## config.mk

```make
export PLATFORM = sky130hd
export DESIGN_NAME = tcmp_unit
export DESIGN_NICKNAME = d
export VERILOG_FILES = /design/src/rtl/tcmp_pkg.sv /design/src/rtl/tcmp_cmp_reg.sv /design/src/rtl/tcmp_pend.sv /design/src/rtl/tcmp_unit.sv
export SDC_FILE = /design/constraint.sdc
export NUM_CORES = 1
export LEC_CHECK = 0
export ABC_AREA = 0
export CAP_MARGIN = 20
export CELL_PAD_IN_SITES_DETAIL_PLACEMENT = 0
export CELL_PAD_IN_SITES_GLOBAL_PLACEMENT = 1
export CORE_MARGIN = 5
export CORE_UTILIZATION = 33
export CTS_CLUSTER_DIAMETER = 120
export DETAILED_ROUTE_END_ITERATION = 10
export GPL_ROUTABILITY_DRIVEN = 1
export GPL_TIMING_DRIVEN = 0
export PLACE_DENSITY_LB_ADDON = 0.15
export RECOVER_POWER = 100
export SLEW_MARGIN = 20
export SYNTH_ARGS = -nofsm -noshare
export SYNTH_HDL_FRONTEND = slang
export SYNTH_SLANG_ARGS = --single-unit
```

## constraint.sdc

```tcl
create_clock -name clk -period 4.34 [get_ports clk]
set_input_delay 0.651 -clock clk [delete_from_list [all_inputs] [get_ports clk]]
set_output_delay 0.651 -clock clk [all_outputs]
set_load 0.05 [all_outputs]
```

## src/rtl/tcmp_pkg.sv

```systemverilog
package tcmp_pkg;

    typedef logic [63:0] tval_t;
    typedef logic [11:0] caddr_t;

    typedef enum logic [0:0] {
        CH_SUP  = 1'b0,
        CH_VSUP = 1'b1
    } chan_e;

    localparam int     NCH       = 2;
    localparam int     STIP_POS  = 5;
    localparam caddr_t A_SUP_LO  = 12'h14D;
    localparam caddr_t A_SUP_HI  = 12'h15D;
    localparam caddr_t A_VSUP_LO = 12'h24D;
    localparam caddr_t A_VSUP_HI = 12'h25D;

    function automatic logic is_due(input tval_t now, input tval_t cmp);
        return now >= cmp;
    endfunction

    function automatic tval_t shifted_time(input tval_t now, input tval_t off);
        return now + off;
    endfunction

endpackage

```

## src/rtl/tcmp_cmp_reg.sv

```systemverilog
module tcmp_cmp_reg
    import tcmp_pkg::*;
#(
    parameter int     XLEN    = 64,
    parameter bit     ENABLE  = 1'b1,
    parameter caddr_t LO_ADDR = A_SUP_LO,
    parameter caddr_t HI_ADDR = A_SUP_HI
) (
    input  logic            clk,
    input  logic            rst,
    input  logic            wr_en,
    input  caddr_t          wr_addr,
    input  logic [XLEN-1:0] wr_data,
    output tval_t           cmp_q,
    output tval_t           cmp_nx,
    output logic            hit
);

    logic hit_lo;
    logic hit_hi;

    assign hit_lo = ENABLE && wr_en && (wr_addr == LO_ADDR);

    generate
        if (XLEN == 32) begin : g_half
            assign hit_hi = ENABLE && wr_en && (wr_addr == HI_ADDR);
            always_comb begin
                cmp_nx = cmp_q;
                if (hit_lo) cmp_nx[31:0]  = wr_data[31:0];
                if (hit_hi) cmp_nx[63:32] = wr_data[31:0];
            end

            AST_HALF_KEEP_HI: assert property (@(posedge clk) disable iff (rst)
                hit_lo && !hit_hi |=> cmp_q[63:32] == $past(cmp_q[63:32]));
            AST_HALF_KEEP_LO: assert property (@(posedge clk) disable iff (rst)
                hit_hi && !hit_lo |=> cmp_q[31:0] == $past(cmp_q[31:0]));
        end else begin : g_full
            assign hit_hi = 1'b0;
            always_comb begin
                cmp_nx = cmp_q;
                if (hit_lo) cmp_nx = tval_t'(wr_data);
            end
        end
    endgenerate

    assign hit = hit_lo || hit_hi;

    always_ff @(posedge clk) begin
        if (rst)      cmp_q <= '0;
        else if (hit) cmp_q <= cmp_nx;
    end

    AST_CMP_RESET: assert property (@(posedge clk)
        rst |=> cmp_q == '0);
    AST_CMP_NOWRITE: assert property (@(posedge clk) disable iff (rst)
        !wr_en |=> $stable(cmp_q));

endmodule

```

## src/rtl/tcmp_pend.sv

```systemverilog
module tcmp_pend
    import tcmp_pkg::*;
(
    input  logic  clk,
    input  logic  rst,
    input  logic  en,
    input  logic  eval,
    input  tval_t now,
    input  tval_t cmp,
    output logic  pend_q
);

    always_ff @(posedge clk) begin
        if (rst)              pend_q <= 1'b0;
        else if (en && eval)  pend_q <= is_due(now, cmp);
    end

    AST_PEND_HOLD: assert property (@(posedge clk) disable iff (rst)
        !eval |=> $stable(pend_q));

endmodule

```

## src/rtl/tcmp_unit.sv

```systemverilog
module tcmp_unit
    import tcmp_pkg::*;
#(
    parameter int     XLEN      = 64,
    parameter bit     ENABLE    = 1'b1,
    parameter caddr_t SUP_LO    = A_SUP_LO,
    parameter caddr_t SUP_HI    = A_SUP_HI,
    parameter caddr_t VSUP_LO   = A_VSUP_LO,
    parameter caddr_t VSUP_HI   = A_VSUP_HI
) (
    input  logic            clk,
    input  logic            rst,
    input  logic [63:0]     time_i,
    input  logic            time_upd_i,
    input  logic [63:0]     delta_i,
    input  logic            tce_i,
    input  logic            wr_en_i,
    input  logic [11:0]     wr_addr_i,
    input  logic [XLEN-1:0] wr_data_i,
    input  logic [11:0]     rd_addr_i,
    output logic [XLEN-1:0] rd_data_o,
    output logic            s_pend_o,
    output logic            vs_pend_o,
    output logic [XLEN-1:0] pend_wmask_o
);

    localparam bit HALVES = (XLEN == 32);

    tval_t cmp_q   [NCH];
    tval_t cmp_nx  [NCH];
    tval_t now_v   [NCH];
    logic  hit     [NCH];
    logic  pend    [NCH];

    genvar ch;
    generate
        for (ch = 0; ch < NCH; ch++) begin : g_ch
            localparam caddr_t LO = (ch == int'(CH_SUP)) ? SUP_LO : VSUP_LO;
            localparam caddr_t HI = (ch == int'(CH_SUP)) ? SUP_HI : VSUP_HI;

            if (ch == int'(CH_SUP)) begin : g_now_s
                assign now_v[ch] = time_i;
            end else begin : g_now_v
                assign now_v[ch] = shifted_time(time_i, delta_i);
            end

            tcmp_cmp_reg #(
                .XLEN    (XLEN),
                .ENABLE  (ENABLE),
                .LO_ADDR (LO),
                .HI_ADDR (HI)
            ) u_reg (
                .clk     (clk),
                .rst     (rst),
                .wr_en   (wr_en_i),
                .wr_addr (wr_addr_i),
                .wr_data (wr_data_i),
                .cmp_q   (cmp_q[ch]),
                .cmp_nx  (cmp_nx[ch]),
                .hit     (hit[ch])
            );

            tcmp_pend u_pend (
                .clk    (clk),
                .rst    (rst),
                .en     (ENABLE),
                .eval   (time_upd_i || hit[ch]),
                .now    (now_v[ch]),
                .cmp    (cmp_nx[ch]),
                .pend_q (pend[ch])
            );
        end
    endgenerate

    assign s_pend_o  = pend[CH_SUP];
    assign vs_pend_o = pend[CH_VSUP];

    always_comb begin
        pend_wmask_o           = '0;
        pend_wmask_o[STIP_POS] = !(ENABLE && tce_i);
    end

    always_comb begin
        rd_data_o = '0;
        if (rd_addr_i == SUP_LO)
            rd_data_o = XLEN'(cmp_q[CH_SUP]);
        else if (rd_addr_i == VSUP_LO)
            rd_data_o = XLEN'(cmp_q[CH_VSUP]);
        else if (HALVES && rd_addr_i == SUP_HI)
            rd_data_o = XLEN'(cmp_q[CH_SUP] >> 32);
        else if (HALVES && rd_addr_i == VSUP_HI)
            rd_data_o = XLEN'(cmp_q[CH_VSUP] >> 32);
    end

    generate
        if (ENABLE) begin : g_chk_on
            AST_SUP_LEVEL: assert property (@(posedge clk) disable iff (rst)
                time_upd_i && !hit[CH_SUP] |=>
                s_pend_o == ($past(time_i) >= $past(cmp_q[CH_SUP])));
            AST_VSUP_LEVEL: assert property (@(posedge clk) disable iff (rst)
                time_upd_i && !hit[CH_VSUP] |=>
                vs_pend_o == (($past(time_i) + $past(delta_i)) >= $past(cmp_q[CH_VSUP])));
            AST_WRITE_ONLY_OWN: assert property (@(posedge clk) disable iff (rst)
                hit[CH_SUP] && !time_upd_i |=> $stable(vs_pend_o));
        end else begin : g_chk_off
            AST_OFF_QUIET: assert property (@(posedge clk) disable iff (rst)
                time_upd_i || wr_en_i |=> !s_pend_o && !vs_pend_o);
        end
    endgenerate

endmodule

```

==> key figures <==
Clock network
  • Worst skew pair latency: between 0.4 and 0.5 ns
  • Clock Pin Slew Worst Setup and Hold Paths: ~0.070 ns
  • Clock Sinks: 130
  • Number of CTS-inserted buffers: 17
  • Clock Tree Root: clkbuf_16
  • Clk buf depth: 2
  • TritonCTS clock tree: built
  • Htree depth: 4

Outcome
  • Run status: complete, but fails checks
  • Failing checks: setup timing

STA
  • Worst slew margin: approximately 47%
  • Final Skew: between 0.01 and 0.015 ns
  • Final Cycle Share: 102%
  • RSZ-0062 raised after global routing: yes
  • Final hold vios: 0
  • Actual slew at the worst max-slew pin: between 0.8 and 0.9 ns
  • Final worst setup slack: -0.0768 ns
  • Slew Limit Fails: 0
  • Final Critical Period: 4.42 ns
  • Final setup violation count: 2
  • Fmax: 226 MHz

Synth
  • Mapped Avg Cell Area: around 8.5 um2
  • Synth Flop Type: dfxtp_1
  • Synth async-reset ratio: 0%
  • Cells after synthesis: 1422
  • Yosys warning count: 0
  • Post-synthesis sequential area ratio: a little over a fifth
  • FF+latch count, synth: 130
  • Post-synthesis cell type count: 68
  • Mapped cell area: around 12000 um2
  • Post-synth EDFFs: 0

Hold path
  • Hold Startpoint: g_ch[0].u_reg.cmp_q[38]
  • Hold/Removal Path Class: register to register
  • Hold Path Sink: g_ch[0].u_reg.cmp_q[38]
  • Hold Path Depth: 2

GRT
  • First-pass GRT wire length: a little over 70000 um
  • Antenna violations before repair: 2
  • Grt ovf: 0
  • GRT Overall Usage: 22.3%
  • Largest net degree at the start of global routing: 17
  • Vias in the first global route: 12300

Placed design
  • DP Wirelength: about 38000 um
  • Port Buffers: between 200 and 300
  • GP Congestion: between 0.8 and 0.9
  • Placed Cells: 2239
  • DP Worst Slack: -1.90 ns

Critical path
  • Reg2Reg Launch Point: g_ch[1].u_reg.cmp_q[0]
  • Reg2Reg Depth: 11
  • Flop2flop setup slack: 1.76 ns
  • Slowest stage delay, CP: a little under 0.5 ns
  • Critical path arrival: 4.80 ns
  • Worst setup EP type: register
  • Startpoint types: input pin
  • Crit-path slowest cell: clkdlybuf4s50_1
  • Crit Reg-Reg Endpoint: g_ch[1].u_pend.pend_q
  • Worst-path fanout max: 7
  • Req. time, crit path: 4.72 ns
  • Critical path class: input pin to register
  • CP cell instances: clkdlybuf4s50_1 > ha_2 > and4_4 > nand3_1 > a21oi_4 > a211oi_4 > buf_4 > a211oi_4 > buf_6 > o21ai_4 > o21ai_4 > a21oi_1 > o2111a_1 > ha_1 > nand4_1 > nor4_4 > a22oi_2 > o211ai_1 > nand2_1 > o21ai_1

Power
  • Worst VDD drop: around 300 uV
  • Gate power share: between 30% and 40%
  • PwrDens: 249 nW/um2
  • Switching pwr: ~0.0015 W
  • Flop pwr share: ~27%
  • Final total power: 0.00442 W
  • Switching share of power: 35.0%
  • Leak: roughly 8.5 nW
  • Internal Power: between 0.002 and 0.003 W
  • Clock power frac: roughly a third

Floorplanning
  • Die X: between 200 and 250 um
  • Die area: roughly 40000 um2
  • Core Box Area: 36400 um2
  • Top Ports: between 300 and 400
  • Row count: 70
  • Die Ht: slightly above 200 um
  • Initial Util: 33.2%

Drt
  • DR pass1 iterations: 5
  • Antenna-violating nets left: 0
  • DRC: 0
  • 1st-iter DRT viols: 650
  • Vias per cell: around 5.3
  • Vias: between 10000 and 15000
  • Overall routed net length: roughly 48000 um
  • Mean routed wirelength per cell: approximately 21 um

Final layout
  • Commonest non-fill, non-tap cell in the layout: clkdlybuf4s50_1
  • Most frequent cells in the layout: 193 x clkdlybuf4s50_1, 166 x nor2_1, 157 x ha_1
  • Share of layout cells above drive strength 1: about a fifth
  • Area Growth Syn to Fin: 46.5%
  • Final non-filler cell total: 2311
  • Post-layout nets: 2241
  • Fill cells: 3554

Job
  • Number of max-cap violations: 0
[worst max path at each step]
stage / slack, ns / cells after the start / to / start
after floorplan: 0.23 / 17 / g_ch[1].u_pend.pend_q / wr_addr_i[1]
after global placement: -1.97 / 18 / g_ch[1].u_pend.pend_q / wr_addr_i[0]
after detailed placement: -1.90 / 18 / g_ch[1].u_pend.pend_q / wr_addr_i[0]
after CTS: -0.18 / 18 / g_ch[0].u_pend.pend_q / wr_addr_i[1]
after global routing: -0.27 / 18 / g_ch[1].u_pend.pend_q / wr_addr_i[4]
final: -0.08 / 20 / g_ch[1].u_pend.pend_q / time_i[13]
[layout make-up]
cell class	instances	area [um2]	area share, %
Clock buffer	21	480	2.71
Clock inverter	11	126	0.713
Buffer	118	875	4.93
Timing Repair Buffer	334	3100	17.5
Antenna cell	2	5.00	0.0282
Multi-Input combinational cell	1199	9860	55.6
Sequential cell	130	2600	14.7
Inverter	28	105	0.593
Tap cell	468	586	3.30
[critical path: cells and delay by family]
kind                       cells  cell delay (ns)
buffers and inverters          3             0.83
adders and majority gates      2             0.74
AOI/OAI and AO/OA             10             1.49
and+or+nand+nor                5             1.08
[flip-flops by register name, summed over array words and instances, names as in the netlist]
register,count
g_ch.u_pend.pend_q,2
g_ch.u_reg.cmp_q,128
[power by group through the flow]
stage               clock [W]  combinational (W)  sequential [W]
finish                0.00154            0.00169         0.00120
global route          0.00160            0.00185         0.00120
CTS                   0.00155            0.00157         0.00120
detailed placement          0            0.00147         0.00122
floorplan                   0           0.000957         0.00123
global placement            0            0.00145         0.00122
[metal layers]
metal / vias up / global-route usage, % / part of all wire [%]
li1: 5962 / - / -
met1: 5773 / 30.6 / 47
met2: 365 / 36.4 / 46
met3: 51 / 3.14 / 4.7
met4: 0 / 6.91 / 2.2
met5: - / 0 / 0
[Yosys cell counts (3+ instances only)]
library cell	instances	area share, %
o21a_1	5	0.31
a21o_1	79	4.9
nand3_1	18	0.74
o2111ai_1	4	0.29
or3_1	4	0.21
and3_1	8	0.41
a31o_2	3	0.22
buf_1	12	0.37
nor2b_1	15	0.78
xor2_1	19	1.4
buf_2	11	0.45
a31oi_1	12	0.62
clkbuf_1	36	1.1
a22o_1	64	4.6
mux2i_1	126	10
a21oi_1	105	4.3
or2_2	3	0.16
o21ai_0	48	2.0
o21bai_1	10	0.62
and2_1	9	0.47
a221oi_1	4	0.29
ha_1	191	20
inv_1	28	0.87
nand2_1	52	1.6
a41oi_1	5	0.36
nand4_1	35	1.8
nor4_1	4	0.21
dfxtp_1	130	22
o211ai_1	11	0.68
o21ai_1	6	0.25
a211o_1	3	0.22
nor3_1	6	0.25
nand2b_1	15	0.78
xnor2_1	40	2.9
o31ai_1	3	0.19
a211oi_1	9	0.56
buf_4	68	4.2
o211a_1	3	0.25
and4_1	9	0.65
nor2_1	171	5.3
[through the flow]
step	hold slack [ns]	utilization [%]	instance area (um2)	setup TNS, ns
after floorplan	0.490	-	12300	0
after global placement	0.504	43.3	15800	-60.78
after detailed placement	0.520	43.3	15800	-61.06
after CTS	0.533	46.9	17100	-0.344
after global routing	0.568	48.7	17700	-0.500
final	0.530	48.7	17700	-0.0835
[repair_timing]
item                       4_1_cts  5_1_grt
pin swaps                       48       78
gates cloned                     1        2
setup buffers                   15       29
hold buffers                     0        0
gates resized for setup        256      213
setup endpoints to repair       66       58
[cells by family after synthesis]
group                    share of synthesized area [%]
AND/OR/NAND/NOR                                   14.4
XOR/XNOR                                          4.27
flip-flops                                        21.5
multiplexers                                      10.6
AO/OA/AOI/OAI                                     22.2
adder cells (fa/ha/maj)                           19.9
buffers and inverters                             7.03
other                                           0.0310
Power figures use the tool's default switching activity.
